File: src/rtl/refTimerPkg.sv
package refTimerPkg;
  localparam int MODE_EN      = 0;
  localparam int MODE_SRC_LO  = 1;
  localparam int MODE_SRC_HI  = 2;
  localparam int MODE_RESTART = 3;
  localparam int MODE_IRQEN   = 4;
  localparam int MODE_PRE_LO  = 8;

  typedef enum logic [1:0] {
    REG_MODE  = 2'd0,
    REG_REF   = 2'd1,
    REG_COUNT = 2'd2,
    REG_EVENT = 2'd3
  } regSel_e;

  typedef enum logic [1:0] {
    SRC_BAD0  = 2'd0,
    SRC_SYS   = 2'd1,
    SRC_SYS16 = 2'd2,
    SRC_BAD3  = 2'd3
  } clkSrc_e;

  typedef struct packed {
    logic softReset;
    logic restart;
    logic wrRef;
    logic wrCount;
    logic clrEvt;
    logic tick;
  } ctlStb_t;
endpackage

File: src/rtl/refTimerCtrl.sv
module refTimerCtrl
  import refTimerPkg::*;
#(
  parameter int DATA_W   = 16,
  parameter int SLOW_DIV = 16
) (
  input  logic              clk,
  input  logic              rstN,
  input  logic              wrEn,
  input  logic [1:0]        regAddr,
  input  logic [DATA_W-1:0] wrData,
  output logic [DATA_W-1:0] modeReg,
  output ctlStb_t           stb,
  output logic              modeErr
);
  localparam int PRE_W  = DATA_W - MODE_PRE_LO;
  localparam int BASE_W = (SLOW_DIV > 1) ? $clog2(SLOW_DIV) : 1;
  localparam logic [BASE_W-1:0] BASE_LAST = BASE_W'(SLOW_DIV - 1);

  logic [PRE_W-1:0]  preCnt;
  logic [BASE_W-1:0] baseCnt;
  logic [PRE_W-1:0]  preDiv;
  clkSrc_e           srcSel;
  logic              wrMode;
  logic              running;
  logic              baseTick;
  logic              preWrap;

  assign preDiv  = modeReg[DATA_W-1:MODE_PRE_LO];
  assign srcSel  = clkSrc_e'(modeReg[MODE_SRC_HI:MODE_SRC_LO]);
  assign wrMode  = wrEn && (regAddr == REG_MODE);

  assign modeErr = modeReg[MODE_EN] &&
                   ((srcSel == SRC_BAD0) || (srcSel == SRC_BAD3) || !modeReg[MODE_RESTART]);
  assign running = modeReg[MODE_EN] && !modeErr;

  assign baseTick = (srcSel == SRC_SYS) || (baseCnt == BASE_LAST);
  assign preWrap  = (preCnt == preDiv);

  always_comb begin
    stb           = '0;
    stb.softReset = wrMode && modeReg[MODE_EN] && !wrData[MODE_EN];
    stb.wrRef     = wrEn && (regAddr == REG_REF);
    stb.wrCount   = wrEn && (regAddr == REG_COUNT);
    stb.clrEvt    = wrEn && (regAddr == REG_EVENT) && wrData[0];
    stb.restart   = wrMode || stb.wrRef;
    stb.tick      = running && baseTick && preWrap && !stb.restart;
  end

  always_ff @(posedge clk or negedge rstN) begin
    if (!rstN) begin
      modeReg <= '0;
    end else if (stb.softReset) begin
      modeReg <= '0;
    end else if (wrMode) begin
      modeReg <= wrData;
    end
  end

  always_ff @(posedge clk or negedge rstN) begin
    if (!rstN) begin
      baseCnt <= '0;
      preCnt  <= '0;
    end else if (stb.restart) begin
      baseCnt <= '0;
      preCnt  <= '0;
    end else if (running) begin
      baseCnt <= (baseCnt == BASE_LAST) ? '0 : baseCnt + 1'b1;
      if (baseTick) begin
        preCnt <= preWrap ? '0 : preCnt + 1'b1;
      end
    end
  end
endmodule

File: src/rtl/refTimerDatapath.sv
module refTimerDatapath
  import refTimerPkg::*;
#(
  parameter int CNT_W = 16
) (
  input  logic             clk,
  input  logic             rstN,
  input  ctlStb_t          stb,
  input  logic [CNT_W-1:0] wrData,
  output logic [CNT_W-1:0] refReg,
  output logic [CNT_W-1:0] countReg,
  output logic             evtFlag
);
  logic atRef;
  logic refHit;

  assign atRef  = (countReg == refReg);
  assign refHit = stb.tick && !stb.wrCount && atRef;

  always_ff @(posedge clk or negedge rstN) begin
    if (!rstN) begin
      refReg <= '1;
    end else if (stb.softReset) begin
      refReg <= '1;
    end else if (stb.wrRef) begin
      refReg <= wrData;
    end
  end

  always_ff @(posedge clk or negedge rstN) begin
    if (!rstN) begin
      countReg <= '0;
    end else if (stb.softReset) begin
      countReg <= '0;
    end else if (stb.wrCount) begin
      countReg <= wrData;
    end else if (stb.restart) begin
      countReg <= '0;
    end else if (stb.tick) begin
      countReg <= atRef ? '0 : countReg + 1'b1;
    end
  end

  always_ff @(posedge clk or negedge rstN) begin
    if (!rstN) begin
      evtFlag <= 1'b0;
    end else if (stb.softReset) begin
      evtFlag <= 1'b0;
    end else if (refHit) begin
      evtFlag <= 1'b1;
    end else if (stb.clrEvt) begin
      evtFlag <= 1'b0;
    end
  end
endmodule

File: src/rtl/refTimer.sv
module refTimer
  import refTimerPkg::*;
#(
  parameter int DATA_W   = 16,
  parameter int SLOW_DIV = 16
) (
  input  logic              clk,
  input  logic              rstN,
  input  logic              wrEn,
  input  logic [1:0]        regAddr,
  input  logic [DATA_W-1:0] wrData,
  output logic [DATA_W-1:0] rdData,
  output logic              irqOut,
  output logic              modeErr
);
  logic [DATA_W-1:0] modeReg;
  logic [DATA_W-1:0] refReg;
  logic [DATA_W-1:0] countReg;
  logic              evtFlag;
  ctlStb_t           ctlStb;

  refTimerCtrl #(.DATA_W(DATA_W), .SLOW_DIV(SLOW_DIV)) u_ctrl (
    .clk(clk), .rstN(rstN), .wrEn(wrEn), .regAddr(regAddr), .wrData(wrData),
    .modeReg(modeReg), .stb(ctlStb), .modeErr(modeErr)
  );

  refTimerDatapath #(.CNT_W(DATA_W)) u_dp (
    .clk(clk), .rstN(rstN), .stb(ctlStb), .wrData(wrData),
    .refReg(refReg), .countReg(countReg), .evtFlag(evtFlag)
  );

  assign irqOut = modeReg[MODE_IRQEN] && evtFlag;

  always_comb begin
    unique case (regAddr)
      REG_MODE:  rdData = modeReg;
      REG_REF:   rdData = refReg;
      REG_COUNT: rdData = countReg;
      default:   rdData = {{(DATA_W-1){1'b0}}, evtFlag};
    endcase
  end
endmodule

File: config.mk
export PLATFORM = sky130hd
export DESIGN_NAME = refTimer
export DESIGN_NICKNAME = d
export VERILOG_FILES = /design/src/rtl/refTimerPkg.sv /design/src/rtl/refTimerCtrl.sv /design/src/rtl/refTimerDatapath.sv /design/src/rtl/refTimer.sv
export SDC_FILE = /design/constraint.sdc
export NUM_CORES = 1
export LEC_CHECK = 0
export BUFFER_PORTS_ARGS = -buffer_cell sky130_fd_sc_hd__buf_4
export CAP_MARGIN = 0
export CORE_MARGIN = 2
export CORE_UTILIZATION = 44
export DETAILED_ROUTE_END_ITERATION = 6
export PLACE_DENSITY_LB_ADDON = 0.25
export SLEW_MARGIN = 20
export SYNTH_ARGS = -nofsm -noshare
export SYNTH_HDL_FRONTEND = slang
export SYNTH_SLANG_ARGS = --single-unit
File: constraint.sdc
create_clock -name clk -period 4.7 [get_ports clk]
set_clock_uncertainty 0.05 [all_clocks]
set_input_delay 0.705 -clock clk [delete_from_list [all_inputs] [get_ports clk]]
set_output_delay 0.705 -clock clk [all_outputs]
set_load 0.05 [all_outputs]
==> report_table.html, run 1 <==
<table>
<tr><th>Metric</th><th>Value</th></tr>
<tr><th colspan="2">Outcome</th></tr>
<tr><td>Result of the run</td><td>complete, no violations</td></tr>
<tr><th colspan="2">Drt</th></tr>
<tr><td>Count of routing violations after the opening detailed-route iteration</td><td>247</td></tr>
<tr><td>Routed length per instance</td><td>roughly 19 um</td></tr>
<tr><td>Vias</td><td>approximately 3400</td></tr>
<tr><td>Average via count per standard cell</td><td>5.90</td></tr>
<tr><td>Post-DRT Antenna Nets</td><td>0</td></tr>
<tr><td>Total wire length after detailed routing</td><td>~11 mm</td></tr>
<tr><td>DRC violations left</td><td>0</td></tr>
<tr><td>Drt pass-1 iters</td><td>5</td></tr>
<tr><th colspan="2">Die</th></tr>
<tr><td>Effective utilization at floorplan</td><td>between 40% and 50%</td></tr>
<tr><td>I/O pin count</td><td>39</td></tr>
<tr><td>Die area</td><td>~9000 um^2</td></tr>
<tr><td>Width of the chip</td><td>~96 um</td></tr>
<tr><td>Standard cell core area</td><td>8220 um^2</td></tr>
<tr><td>Number of rows in the core area</td><td>33</td></tr>
<tr><td>Die Ht</td><td>approximately 96 um</td></tr>
<tr><th colspan="2">Logic synthesis</th></tr>
<tr><td>Cells after synthesis</td><td>about 440</td></tr>
<tr><td>Share of flip-flops with an asynchronous set or reset</td><td>between 90% and 100%</td></tr>
<tr><td>Share of the yosys chip area belonging to registers</td><td>between 40 and 50%</td></tr>
<tr><td>Top flip-flop cell by instance count after synthesis</td><td>sky130_fd_sc_hd__dfrtp_1</td></tr>
<tr><td>Ranking of synthesized cells by area</td><td>sky130_fd_sc_hd__dfrtp_1 (30%), sky130_fd_sc_hd__dfstp_2 (11%), sky130_fd_sc_hd__nand2_1 (11%)</td></tr>
<tr><td>Fraction of synthesized cell area taken by the top area cell type</td><td>about 30%</td></tr>
<tr><td>Yosys warnings</td><td>0</td></tr>
<tr><td>Post-Syn Area per Cell</td><td>~8.6 um^2</td></tr>
<tr><td>Cell type with the largest total area after synthesis</td><td>sky130_fd_sc_hd__dfrtp_1</td></tr>
<tr><td>Post-synth EDFFs</td><td>0</td></tr>
<tr><td>Distinct cell type count of the synthesized netlist</td><td>between 50 and 60</td></tr>
<tr><td>Number of storage elements in the synthesis netlist</td><td>61</td></tr>
<tr><td>Post-Syn Nets</td><td>between 400 and 500</td></tr>
<tr><td>Post-synthesis cell area</td><td>approximately 3700 um^2</td></tr>
<tr><th colspan="2">Clocking</th></tr>
<tr><td>Post-CTS Setup Bufs</td><td>0</td></tr>
<tr><td>Clock transition at path regs</td><td>0.07 ns</td></tr>
<tr><td>Later-pin clock latency in the skew report</td><td>between 0.3 and 0.4 ns</td></tr>
<tr><td>CTS H-tree lvls</td><td>3</td></tr>
<tr><td>Inserted Clock Buffers</td><td>9</td></tr>
<tr><td>Max Buffers Root-to-Sink</td><td>2</td></tr>
<tr><td>Sink Count</td><td>slightly above 60</td></tr>
<tr><td>Count of hold buffers inserted by post-cts repair</td><td>0</td></tr>
<tr><td>Root buffer selected by CTS</td><td>sky130_fd_sc_hd__clkbuf_8</td></tr>
<tr><td>Post-CTS sizing</td><td>0</td></tr>
<tr><td>Clock tree from TritonCTS</td><td>yes</td></tr>
<tr><th colspan="2">Timing</th></tr>
<tr><td>Final number of hold-violating endpoints</td><td>0</td></tr>
<tr><td>Fin. max-slew vios</td><td>0</td></tr>
<tr><td>RSZ-0062 raised after global routing</td><td>false</td></tr>
<tr><td>Sum of negative setup slack</td><td>0 ns</td></tr>
<tr><td>Max-Slew Margin vs Limit</td><td>45.1%</td></tr>
<tr><td>Setup-failing EPs final</td><td>0</td></tr>
<tr><td>Final critical-path setup slack</td><td>approximately 1.8 ns</td></tr>
<tr><td>Share of the clock period used by the worst path</td><td>between 60% and 70%</td></tr>
<tr><td>Transition time at the pin with the least slew margin</td><td>~0.82 ns</td></tr>
<tr><td>Highest clock frequency the design can meet</td><td>351 MHz</td></tr>
<tr><td>Hold slack final</td><td>0.398 ns</td></tr>
<tr><td>Min Clock Period, post-route</td><td>about 2.9 ns</td></tr>
<tr><th colspan="2">Pwr</th></tr>
<tr><td>Internal power</td><td>roughly 1.1 mW</td></tr>
<tr><td>Register share of total power</td><td>approximately 44%</td></tr>
<tr><td>Switching Share</td><td>34.1%</td></tr>
<tr><td>Standby leakage power</td><td>~1.9 nW</td></tr>
<tr><td>Portion of total power attributed to the clock network</td><td>31.5%</td></tr>
<tr><td>Pwr Density</td><td>approximately 380 nW/um^2</td></tr>
<tr><td>Worst supply voltage drop on vdd</td><td>0.179 mV</td></tr>
<tr><td>Sw Pwr</td><td>between 0.5 and 0.6 mW</td></tr>
<tr><td>Share of total power in combinational logic</td><td>between 20% and 30%</td></tr>
<tr><th colspan="2">Place</th></tr>
<tr><td>Pre-CTS setup slack</td><td>1.86 ns</td></tr>
<tr><td>DP Area</td><td>a little over 4000 um^2</td></tr>
<tr><td>Number of input and output port buffers inserted</td><td>38</td></tr>
<tr><td>Final HPWL from detailed placement</td><td>approximately 7.3 mm</td></tr>
<tr><td>GP Congestion</td><td>~0.94</td></tr>
<tr><td>Cell Count Post-Placement</td><td>555</td></tr>
<tr><th colspan="2">Worst setup path</th></tr>
<tr><td>Kind of capture point of the worst setup path</td><td>output pin</td></tr>
<tr><td>Cell with the largest stage delay on the worst path</td><td>sky130_fd_sc_hd__nor2b_1</td></tr>
<tr><td>Kind of start point of the critical path</td><td>input pin</td></tr>
<tr><td>Largest delay share family, worst path</td><td>buffers and inverters</td></tr>
<tr><td>Critical path cell sequence</td><td>buf_4, nor2b_1, buf_4, nand2_1, o21ai_0, buf_4</td></tr>
<tr><td>Largest fanout of any net on the critical path</td><td>26</td></tr>
<tr><td>CP peak stage delay</td><td>0.44 ns</td></tr>
<tr><td>Data required time at the worst endpoint</td><td>about 4 ns</td></tr>
<tr><td>Cell type with the highest occurrence count on the critical path</td><td>sky130_fd_sc_hd__buf_4</td></tr>
<tr><td>Arrival time of data at the critical path endpoint</td><td>~2.1 ns</td></tr>
<tr><td>WP buf/inv</td><td>3</td></tr>
<tr><td>Worst setup path category</td><td>in2out</td></tr>
<tr><th colspan="2">Cells and area</th></tr>
<tr><td>Layout cell share with drive strength beyond 1</td><td>17.2%</td></tr>
<tr><td>Final design area excluding fillers</td><td>between 4000 and 5000 um^2</td></tr>
<tr><td>Antenna diode count</td><td>0</td></tr>
<tr><td>Area growth from synthesis to layout</td><td>13.2%</td></tr>
<tr><td>Filler cell count</td><td>a little under 800</td></tr>
<tr><td>Commonest non-fill, non-tap cells in the layout</td><td>sky130_fd_sc_hd__nand2_1 (108), sky130_fd_sc_hd__dfrtp_1 (45), sky130_fd_sc_hd__buf_4 (42)</td></tr>
<tr><td>Most common cell after layout, fill and taps aside</td><td>sky130_fd_sc_hd__nand2_1</td></tr>
<tr><td>Number of nets in the final layout</td><td>486</td></tr>
<tr><td>Non-filler instance count after layout</td><td>roughly 570</td></tr>
<tr><th colspan="2">GRT</th></tr>
<tr><td>Maximum number of pins on one net before global-route repair</td><td>between 60 and 70</td></tr>
<tr><td>Wire length of the first global-routing pass</td><td>17.0 mm</td></tr>
<tr><td>Total Routing Usage GR</td><td>24.7%</td></tr>
<tr><td>Number of antenna violations at the first check in global routing</td><td>0</td></tr>
<tr><td>Via count of the first global-routing pass</td><td>~3200</td></tr>
<tr><td>Total grt overflow</td><td>0</td></tr>
<tr><th colspan="2">Job</th></tr>
<tr><td>Max Cap Viol</td><td>0</td></tr>
<tr><th colspan="2">Worst hold path</th></tr>
<tr><td>Hold Crit Class</td><td>in2async</td></tr>
</table>
==> cell usage after synthesis, types with 6 or more instances <==
cell / count
sky130_fd_sc_hd__and3_1: 7
sky130_fd_sc_hd__a21oi_1: 9
sky130_fd_sc_hd__o21ai_0: 28
sky130_fd_sc_hd__clkbuf_1: 17
sky130_fd_sc_hd__xnor2_1: 18
sky130_fd_sc_hd__xor2_1: 9
sky130_fd_sc_hd__nor2_1: 17
sky130_fd_sc_hd__nand3_1: 40
sky130_fd_sc_hd__dfstp_2: 16
sky130_fd_sc_hd__mux2i_1: 15
sky130_fd_sc_hd__a21o_1: 7
sky130_fd_sc_hd__dfrtp_1: 45
sky130_fd_sc_hd__buf_6: 6
sky130_fd_sc_hd__nand2_1: 108
==> stage by stage <==
stage | power (mW) | utilization, %
detailed placement | 1.10 | 49.0
floorplan | 0.974 | -
global placement | 1.10 | 49.0
global route | 1.68 | 51.5
CTS | 1.60 | 51.5
finish | 1.60 | 51.5
==> power by group through the flow <==
stage	clock [mW]	combinational (mW)	sequential (mW)
final	0.504	0.392	0.705
after global placement	0	0.382	0.713
after detailed placement	0	0.390	0.713
after CTS	0.507	0.392	0.704
after global routing	0.533	0.426	0.717
after floorplan	0	0.296	0.678
==> cell families after synthesis <==
group	after synthesis	synth area share [%]
flops	61	41.4
fa+ha+maj	4	1.34
compound gates	80	13.9
simple gates	214	26.9
xor+xnor	29	7.20
buf+inv	33	4.65
mux	16	4.62
==> path summary, 6_finish.rpt <==
path / cells past startpoint / slack, ns / to / startpoint
max reg2reg: 7 / 1.86 / u_dp.countReg[5] / u_ctrl.modeReg[1]
min in group clk: 2 / 0.42 / u_ctrl.modeReg[7] / u_ctrl.modeReg[7]
min: 1 / 0.40 / u_ctrl.preCnt[3] / rstN
max: 6 / 1.85 / rdData[9] / regAddr[0]
max in group asynchronous: 1 / 3.65 / u_ctrl.modeReg[8] / rstN
min reg2reg: 2 / 0.42 / u_ctrl.modeReg[7] / u_ctrl.modeReg[7]
==> routing by layer <==
metal | track usage, % | vias up | part of all wire [%]
met1 | 35.1 | 1661 | 45
met3 | 3.29 | 12 | 5.8
met4 | 8.81 | 0 | 1.5
li1 | - | 1572 | -
met5 | 0 | - | 0
met2 | 38.5 | 122 | 47
==> area by class of cell <==
cell class	instances	area, um^2	area share [%]
sequential	61	1550	36.5
timing repair buffer	42	315	7.45
multi-input combinational	343	2020	47.7
clock inverter	1	30.0	0.710
tap	105	131	3.10
inverter	4	15.0	0.355
clock buffer	15	176	4.17
==> sequential cells by signal, indices dropped and copies added, names as in the netlist <==
| register | count |
|---|---|
| u_dp.countReg | 16 |
| u_dp.refReg | 16 |
| u_ctrl.modeReg | 16 |
| u_ctrl.preCnt | 8 |
| u_dp.evtFlag | 1 |
| u_ctrl.baseCnt | 4 |
(Power assumes the default switching activity.)
==> inputs of run 2 (changes only) <==
==> constraint.sdc (replaced) <==
create_clock -name clk -period 2.6 [get_ports clk]
set_clock_uncertainty 0.05 [all_clocks]
set_input_delay 0.39 -clock clk [delete_from_list [all_inputs] [get_ports clk]]
set_output_delay 0.39 -clock clk [all_outputs]
set_load 0.05 [all_outputs]
==> run 2 against run 1 <==
Against the previous run:
- sequential share of layout area fell by 0.52 points
- non-clock buffer count rose by 12
- register-to-register slack got worse by 1.7 ns
- cell count rose by 2.1%
- critical path depth rose by 2
- largest cell class unchanged
- highest routed layer unchanged
- worst hold slack got worse by 0.33 ns
==> report_table.html, run 2 (synthesis results as in run 1) <==
<table>
<tr><th>Metric</th><th>Value</th></tr>
<tr><th colspan="2">Cells and area</th></tr>
<tr><td>Most common cell after layout, fill and taps aside</td><td>sky130_fd_sc_hd__nand2_1</td></tr>
<tr><td>Area growth from synthesis to layout</td><td>14.9%</td></tr>
<tr><td>Non-filler instance count after layout</td><td>583 (+2.1%)</td></tr>
<tr><td>Top Registers</td><td>u_ctrl.modeReg (16), u_dp.countReg (16), u_dp.refReg (16)</td></tr>
<tr><td>Antenna diode count</td><td>0 (unchanged)</td></tr>
<tr><td>Layout cell share with drive strength beyond 1</td><td>18.8% (+1.7 points)</td></tr>
<tr><td>Number of nets in the final layout</td><td>498 (+2.5%)</td></tr>
<tr><td>Commonest non-fill, non-tap cells in the layout</td><td>sky130_fd_sc_hd__nand2_1 (108), sky130_fd_sc_hd__buf_4 (54), sky130_fd_sc_hd__dfrtp_1 (45)</td></tr>
<tr><th colspan="2">Drt</th></tr>
<tr><td>DR top layer</td><td>met4</td></tr>
<tr><td>Total wire length after detailed routing</td><td>10.6 mm (-1.1%)</td></tr>
<tr><td>Met1 wire length</td><td>4.68 mm (-3.1%)</td></tr>
<tr><td>Count of routing violations after the opening detailed-route iteration</td><td>286 (+16%)</td></tr>
<tr><td>Average via count per standard cell</td><td>5.78 (-2.0%)</td></tr>
<tr><td>Vias</td><td>3369 (+0.059%)</td></tr>
<tr><td>Drt pass-1 iters</td><td>5 (unchanged)</td></tr>
<tr><td>Routed length on met3</td><td>697 um (+12%)</td></tr>
<tr><td>Wire length on met2</td><td>4.90 mm (-3.0%)</td></tr>
<tr><td>Routed length per instance</td><td>18.1 um (-3.1%)</td></tr>
<tr><td>DRC violations left</td><td>0 (unchanged)</td></tr>
<tr><td>Post-DRT Antenna Nets</td><td>0 (unchanged)</td></tr>
<tr><th colspan="2">Pwr</th></tr>
<tr><td>Portion of total power attributed to the clock network</td><td>29.1% (-2.4 points)</td></tr>
<tr><td>Standby leakage power</td><td>1.97 nW (+2.3%)</td></tr>
<tr><td>Share of total power in combinational logic</td><td>25.8% (+1.3 points)</td></tr>
<tr><td>Sw Pwr</td><td>0.984 mW (+80%)</td></tr>
<tr><td>Internal power</td><td>1.84 mW (+74%)</td></tr>
<tr><td>Post-layout total power</td><td>2.82 mW (+76%)</td></tr>
<tr><td>Switching Share</td><td>34.9% (+0.76 points)</td></tr>
<tr><td>Worst supply voltage drop on vdd</td><td>0.352 mV (+97%)</td></tr>
<tr><td>Pwr Density</td><td>657 nW/um^2 (+74%)</td></tr>
<tr><td>Register share of total power</td><td>45.1% (+1.1 points)</td></tr>
<tr><th colspan="2">Place</th></tr>
<tr><td>Final HPWL from detailed placement</td><td>7.53 mm (+3.2%)</td></tr>
<tr><td>Cell Count Post-Placement</td><td>567 (+2.2%)</td></tr>
<tr><td>Number of input and output port buffers inserted</td><td>38 (unchanged)</td></tr>
<tr><td>GP Congestion</td><td>0.899 (-4.9%)</td></tr>
<tr><th colspan="2">Clocking</th></tr>
<tr><td>Sink Count</td><td>61 (unchanged)</td></tr>
<tr><td>Inserted Clock Buffers</td><td>9 (unchanged)</td></tr>
<tr><td>Count of hold buffers inserted by post-cts repair</td><td>0 (unchanged)</td></tr>
<tr><td>Clock transition at path regs</td><td>0.07 ns (about the same)</td></tr>
<tr><td>Root buffer selected by CTS</td><td>sky130_fd_sc_hd__clkbuf_8</td></tr>
<tr><td>Post-CTS Setup Bufs</td><td>0 (unchanged)</td></tr>
<tr><td>Clock tree from TritonCTS</td><td>yes</td></tr>
<tr><td>Later-pin clock latency in the skew report</td><td>0.35 ns (about the same)</td></tr>
<tr><td>CTS H-tree lvls</td><td>3 (unchanged)</td></tr>
<tr><td>Post-CTS sizing</td><td>0 (unchanged)</td></tr>
<tr><td>Max Buffers Root-to-Sink</td><td>2 (unchanged)</td></tr>
<tr><th colspan="2">Worst hold path</th></tr>
<tr><td>Hold Crit Class</td><td>in2async</td></tr>
<tr><th colspan="2">Die</th></tr>
<tr><td>Effective utilization at floorplan</td><td>45.5% (unchanged)</td></tr>
<tr><td>Standard cell core area</td><td>8220 um^2 (unchanged)</td></tr>
<tr><td>Die area</td><td>9250 um^2 (unchanged)</td></tr>
<tr><td>Die Ht</td><td>96.2 um (unchanged)</td></tr>
<tr><td>Width of the chip</td><td>96.2 um (unchanged)</td></tr>
<tr><td>I/O pin count</td><td>39 (unchanged)</td></tr>
<tr><td>Number of rows in the core area</td><td>33 (unchanged)</td></tr>
<tr><th colspan="2">Worst setup path</th></tr>
<tr><td>Largest fanout of any net on the critical path</td><td>7 (-73%)</td></tr>
<tr><td>Cell with the largest stage delay on the worst path</td><td>sky130_fd_sc_hd__or3b_1</td></tr>
<tr><td>Kind of capture point of the worst setup path</td><td>flip-flop</td></tr>
<tr><td>CP peak stage delay</td><td>0.50 ns (+0.06 ns)</td></tr>
<tr><td>Critical path cell sequence</td><td>ha_1, nand3b_1, nor2_2, and3_1, or3b_1, buf_4, o31ai_1, a21o_1</td></tr>
<tr><td>Largest delay share family, worst path</td><td>simple AND/OR/NAND/NOR gates</td></tr>
<tr><td>WP buf/inv</td><td>1 (-2)</td></tr>
<tr><td>Data required time at the worst endpoint</td><td>2.85 ns (-1.09 ns)</td></tr>
<tr><td>Kind of start point of the critical path</td><td>flip-flop</td></tr>
<tr><td>Worst setup path category</td><td>reg2reg</td></tr>
<tr><td>Arrival time of data at the critical path endpoint</td><td>2.71 ns (+0.61 ns)</td></tr>
<tr><th colspan="2">Timing</th></tr>
<tr><td>Min Clock Period, post-route</td><td>approximately 2.5 ns</td></tr>
<tr><td>RSZ-0062 raised after global routing</td><td>false</td></tr>
<tr><td>Highest clock frequency the design can meet</td><td>between 400 and 500 MHz</td></tr>
<tr><td>Max-Slew Margin vs Limit</td><td>47.7% (+2.6 points)</td></tr>
<tr><td>Share of the clock period used by the worst path</td><td>a little over nine tenths</td></tr>
<tr><td>Transition time at the pin with the least slew margin</td><td>0.784 ns (-0.0397 ns)</td></tr>
<tr><td>Final number of hold-violating endpoints</td><td>0 (unchanged)</td></tr>
<tr><td>Sum of negative setup slack</td><td>0 ns (unchanged)</td></tr>
<tr><td>Setup-failing EPs final</td><td>0 (unchanged)</td></tr>
<tr><td>Fin. max-slew vios</td><td>0 (unchanged)</td></tr>
<tr><th colspan="2">GRT</th></tr>
<tr><td>Via count of the first global-routing pass</td><td>3172 (-1.7%)</td></tr>
<tr><td>Number of antenna violations at the first check in global routing</td><td>0 (unchanged)</td></tr>
<tr><td>Total grt overflow</td><td>0 (unchanged)</td></tr>
<tr><td>Total Routing Usage GR</td><td>24.7% (unchanged)</td></tr>
<tr><td>Maximum number of pins on one net before global-route repair</td><td>62 (unchanged)</td></tr>
<tr><td>Wire length of the first global-routing pass</td><td>16.9 mm (-0.98%)</td></tr>
<tr><th colspan="2">Outcome</th></tr>
<tr><td>Result of the run</td><td>complete, no violations</td></tr>
<tr><th colspan="2">Job</th></tr>
<tr><td>Max Cap Viol</td><td>0 (unchanged)</td></tr>
</table>
run 2: cell count changes in the layout (fill, tap and decap cells not counted), sizes merged:
cell	before	now
clkinv	0	1
clkbuf	15	14
buf	42	54
run 2: metrics by stage:
stage                     instance area [um^2]  setup WS, ns  util [%]  hold WS [ns]
after floorplan                           3740         0.236         -        0.0444
after global placement                    4120         0.231      50.1         0.402
after detailed placement                  4120         0.178      50.1         0.408
after CTS                                 4290         0.149      52.2         0.108
after global routing                      4290        0.0212      52.2         0.129
final                                     4290         0.137      52.2        0.0684
run 2: layout make-up:
| type | instances | area, um^2 |
|---|---|---|
| Clock buffer | 14 | 143 |
| Inverter | 4 | 15.0 |
| Fill cell | 810 | 3920 |
| Clock inverter | 2 | 35.0 |
| Timing Repair Buffer | 54 | 405 |
| Multi-Input combinational cell | 343 | 2020 |
| Sequential cell | 61 | 1550 |
| Tap cell | 105 | 131 |
run 2: path summary, 6_finish.rpt:
check | startpoint | to | slack [ns] | depth (start not counted)
worst max-delay path | u_ctrl.modeReg[1] | u_dp.countReg[4] | 0.14 | 8
worst min-delay path | rstN | u_ctrl.preCnt[3] | 0.07 | 1
worst max register to register | u_ctrl.modeReg[1] | u_dp.countReg[4] | 0.14 | 8
worst min register to register | u_ctrl.modeReg[7] | u_ctrl.modeReg[7] | 0.43 | 2
max in group asynchronous | rstN | u_ctrl.modeReg[8] | 1.91 | 1
min in group clk | wrData[11] | u_dp.countReg[11] | 0.22 | 3
run 2: routing by layer:
metal	global-route usage, %	up-vias
met5	0	-
met4	9.88	0
met3	4.78	19
met2	38.0	128
met1	34.2	1632
li1	-	1590
run 2: power by group through the flow:
stage | combinational (mW) | sequential (mW) | clock (mW)
final | 0.729 | 1.27 | 0.820
after global routing | 0.787 | 1.29 | 0.875
after CTS | 0.730 | 1.27 | 0.830
after detailed placement | 0.726 | 1.29 | 0
after global placement | 0.721 | 1.28 | 0
after floorplan | 0.539 | 1.23 | 0
==> inputs of run 3 (changes only) <==
--- a/config.mk
+++ b/config.mk
@@ -7,10 +7,13 @@
 export LEC_CHECK = 0
 export BUFFER_PORTS_ARGS = -buffer_cell sky130_fd_sc_hd__buf_4
 export CAP_MARGIN = 0
+export CELL_PAD_IN_SITES_DETAIL_PLACEMENT = 1
+export CELL_PAD_IN_SITES_GLOBAL_PLACEMENT = 1
 export CORE_MARGIN = 2
-export CORE_UTILIZATION = 44
+export CORE_UTILIZATION = 40
 export DETAILED_ROUTE_END_ITERATION = 6
 export PLACE_DENSITY_LB_ADDON = 0.25
+export REMOVE_ABC_BUFFERS = 1
 export SLEW_MARGIN = 20
 export SYNTH_ARGS = -nofsm -noshare
 export SYNTH_HDL_FRONTEND = slang
==> run 3 against run 2 <==
Against the previous run:
- via count up 1.7%
- die area rose by 9.6%
- clock power down 7.7%
- clock-buffer cell count is the same
- worst hold slack improved by 0.012 ns
- routed wire length grew 16%
- sequential power hardly changed
- critical endpoint is now u_dp.countReg[15]
==> report_table.html, run 3 (synthesis results as in run 1) <==
<table>
<tr><th>Metric</th><th>Value</th></tr>
<tr><th colspan="2">Outcome</th></tr>
<tr><td>Result of the run</td><td>complete, no violations</td></tr>
<tr><th colspan="2">Timing</th></tr>
<tr><td>Highest clock frequency the design can meet</td><td>408 MHz (+0.55%)</td></tr>
<tr><td>Min Clock Period, post-route</td><td>2.45 ns (-0.0136 ns)</td></tr>
<tr><td>Max-Slew Margin vs Limit</td><td>45.8% (-1.9 points)</td></tr>
<tr><td>Final number of hold-violating endpoints</td><td>0 (unchanged)</td></tr>
<tr><td>Share of the clock period used by the worst path</td><td>94.2% (-0.52 points)</td></tr>
<tr><td>Setup-failing EPs final</td><td>0 (unchanged)</td></tr>
<tr><td>Fin. max-slew vios</td><td>0 (unchanged)</td></tr>
<tr><td>RSZ-0062 raised after global routing</td><td>false</td></tr>
<tr><td>Transition time at the pin with the least slew margin</td><td>0.813 ns (+0.0289 ns)</td></tr>
<tr><td>Hold slack final</td><td>0.0801 ns (+0.0117 ns)</td></tr>
<tr><td>Sum of negative setup slack</td><td>0 ns (unchanged)</td></tr>
<tr><th colspan="2">Drt</th></tr>
<tr><td>Count of routing violations after the opening detailed-route iteration</td><td>238 (-17%)</td></tr>
<tr><td>Drt pass-1 iters</td><td>4 (-1)</td></tr>
<tr><td>Post-DRT Antenna Nets</td><td>0 (unchanged)</td></tr>
<tr><td>Average via count per standard cell</td><td>5.72 (-1.0%)</td></tr>
<tr><td>Vias</td><td>3427 (+1.7%)</td></tr>
<tr><td>Routed length per instance</td><td>20.5 um (+13%)</td></tr>
<tr><td>Total wire length after detailed routing</td><td>12.3 mm (+16%)</td></tr>
<tr><td>DRC violations left</td><td>0 (unchanged)</td></tr>
<tr><th colspan="2">Worst setup path</th></tr>
<tr><td>Cell with the largest stage delay on the worst path</td><td>sky130_fd_sc_hd__a21oi_2</td></tr>
<tr><td>WP buf/inv</td><td>1 (unchanged)</td></tr>
<tr><td>CP peak stage delay</td><td>0.46 ns (-0.04 ns)</td></tr>
<tr><td>Largest fanout of any net on the critical path</td><td>10 (+3)</td></tr>
<tr><td>Kind of capture point of the worst setup path</td><td>flip-flop</td></tr>
<tr><td>Worst setup path category</td><td>reg2reg</td></tr>
<tr><td>Worst Reg-to-Reg Cells</td><td>8 (unchanged)</td></tr>
<tr><td>Largest delay share family, worst path</td><td>compound AO/OA/AOI/OAI gates</td></tr>
<tr><td>Kind of start point of the critical path</td><td>flip-flop</td></tr>
<tr><td>Arrival time of data at the critical path endpoint</td><td>2.64 ns (-0.07 ns)</td></tr>
<tr><td>Data required time at the worst endpoint</td><td>2.79 ns (-0.06 ns)</td></tr>
<tr><td>FF-to-FF End</td><td>u_dp.countReg[15]</td></tr>
<tr><td>Worst setup path startpoint</td><td>u_ctrl.baseCnt[0]</td></tr>
<tr><td>Startpoint of the lowest-slack register-to-register path</td><td>u_ctrl.baseCnt[0]</td></tr>
<tr><td>Critical path cell sequence</td><td>ha_1, a31oi_1, nor2_2, and3_1, buf_4, a21oi_2, nor2_1, a22o_1</td></tr>
<tr><td>Reg2reg setup slack</td><td>0.15 ns (about the same)</td></tr>
<tr><th colspan="2">Cells and area</th></tr>
<tr><td>Commonest non-fill, non-tap cells in the layout</td><td>sky130_fd_sc_hd__nand2_1 (108), sky130_fd_sc_hd__buf_4 (64), sky130_fd_sc_hd__dfrtp_1 (45)</td></tr>
<tr><td>Area growth from synthesis to layout</td><td>16.9%</td></tr>
<tr><td>Layout cell share with drive strength beyond 1</td><td>21.1% (+2.3 points)</td></tr>
<tr><td>Top Registers</td><td>u_ctrl.modeReg (16), u_dp.countReg (16), u_dp.refReg (16)</td></tr>
<tr><td>Most common cell after layout, fill and taps aside</td><td>sky130_fd_sc_hd__nand2_1</td></tr>
<tr><td>Core utilization of the finished layout</td><td>47.7% (-4.5 points)</td></tr>
<tr><td>Antenna diode count</td><td>0 (unchanged)</td></tr>
<tr><td>Number of nets in the final layout</td><td>508 (+2.0%)</td></tr>
<tr><th colspan="2">Die</th></tr>
<tr><td>Die Ht</td><td>101 um (+4.7%)</td></tr>
<tr><td>Die area</td><td>10100 um^2 (+9.6%)</td></tr>
<tr><td>Standard cell core area</td><td>9150 um^2 (+11%)</td></tr>
<tr><td>Number of rows in the core area</td><td>35 (+6.1%)</td></tr>
<tr><td>Width of the chip</td><td>101 um (+4.7%)</td></tr>
<tr><td>I/O pin count</td><td>39 (unchanged)</td></tr>
<tr><td>Effective utilization at floorplan</td><td>40.8% (-4.7 points)</td></tr>
<tr><th colspan="2">GRT</th></tr>
<tr><td>Total Routing Usage GR</td><td>26.4% (+1.7 points)</td></tr>
<tr><td>Wire length of the first global-routing pass</td><td>20.0 mm (+19%)</td></tr>
<tr><td>Via count of the first global-routing pass</td><td>3548 (+12%)</td></tr>
<tr><td>Maximum number of pins on one net before global-route repair</td><td>62 (unchanged)</td></tr>
<tr><td>Total grt overflow</td><td>0 (unchanged)</td></tr>
<tr><td>Number of antenna violations at the first check in global routing</td><td>0 (unchanged)</td></tr>
<tr><th colspan="2">Pwr</th></tr>
<tr><td>Share of total power in combinational logic</td><td>27.9% (+2.1 points)</td></tr>
<tr><td>Register share of total power</td><td>45.0% (about the same)</td></tr>
<tr><td>Switching Share</td><td>36.1% (+1.2 points)</td></tr>
<tr><td>Sw Pwr</td><td>1.01 mW (+2.6%)</td></tr>
<tr><td>Post-layout total power</td><td>2.80 mW (-0.92%)</td></tr>
<tr><td>Standby leakage power</td><td>2.02 nW (+2.5%)</td></tr>
<tr><td>Portion of total power attributed to the clock network</td><td>27.1% (-2.0 points)</td></tr>
<tr><td>Pwr Density</td><td>640 nW/um^2 (-2.6%)</td></tr>
<tr><td>Worst supply voltage drop on vdd</td><td>0.271 mV (-23%)</td></tr>
<tr><td>Internal power</td><td>1.79 mW (-2.8%)</td></tr>
<tr><th colspan="2">Clocking</th></tr>
<tr><td>Later-pin clock latency in the skew report</td><td>0.36 ns (about the same)</td></tr>
<tr><td>Sink Count</td><td>61 (unchanged)</td></tr>
<tr><td>Clock tree from TritonCTS</td><td>yes</td></tr>
<tr><td>Post-CTS Setup Bufs</td><td>0 (unchanged)</td></tr>
<tr><td>Root buffer selected by CTS</td><td>sky130_fd_sc_hd__clkbuf_8</td></tr>
<tr><td>CTS H-tree lvls</td><td>3 (unchanged)</td></tr>
<tr><td>Inserted Clock Buffers</td><td>9 (unchanged)</td></tr>
<tr><td>Max Buffers Root-to-Sink</td><td>2 (unchanged)</td></tr>
<tr><td>Clock transition at path regs</td><td>0.07 ns (about the same)</td></tr>
<tr><th colspan="2">Place</th></tr>
<tr><td>Final HPWL from detailed placement</td><td>8.83 mm (+17%)</td></tr>
<tr><td>Number of input and output port buffers inserted</td><td>38 (unchanged)</td></tr>
<tr><td>GP Congestion</td><td>0.873 (-2.9%)</td></tr>
<tr><th colspan="2">Worst hold path</th></tr>
<tr><td>Hold Crit Class</td><td>in2async</td></tr>
<tr><th colspan="2">Job</th></tr>
<tr><td>Max Cap Viol</td><td>0 (unchanged)</td></tr>
</table>
-- run 3: final cells by class --
type / count / area [um^2]
Timing Repair Buffer: 64 / 480
Clock buffer: 14 / 153
Multi-Input combinational cell: 343 / 2020
Fill cell: 1109 / 4780
Clock inverter: 2 / 10.0
Sequential cell: 61 / 1550
Tap cell: 111 / 139
Inverter: 4 / 15.0
-- run 3: timing repair --
action / CTS / global route
resized for setup: 0 / 2
setup endpoints to repair: 0 / 1
hold buffers: 0 / 0
-- run 3: power by group through the flow --
stage | clock, mW | combinational, mW | sequential [mW]
6_report | 0.757 | 0.781 | 1.26
5_1_grt | 0.830 | 0.853 | 1.27
4_1_cts | 0.777 | 0.785 | 1.26
3_5_place_dp | 0 | 0.780 | 1.27
3_3_place_gp | 0 | 0.768 | 1.27
2_1_floorplan | 0 | 0.483 | 1.24
-- run 3: worst max-delay path by stage --
stage	end	depth (start not counted)	slack [ns]
global route	u_dp.countReg[15]	9	0.01
floorplan	u_dp.countReg[5]	7	0.11
global placement	u_dp.countReg[15]	8	0.21
detailed placement	u_dp.countReg[2]	8	0.08
CTS	u_dp.countReg[2]	8	0.06
finish	u_dp.countReg[15]	8	0.15
-- run 3: per-layer routing --
layer,vias up,global-route usage (%),part of all wire (%)
met5,-,0,0
met4,0,9.80,1.7
met3,19,3.54,3.5
met2,65,43.1,49
met1,1724,35.7,46
li1,1619,-,-
-- run 3: metrics by stage --
step	area, um^2	cells	setup slack (ns)
3_3_place_gp	4200	583	0.208
4_1_cts	4360	599	0.0557
3_5_place_dp	4200	583	0.0826
6_report	4370	599	0.151
2_1_floorplan	3580	408	0.112
5_1_grt	4370	599	0.0105
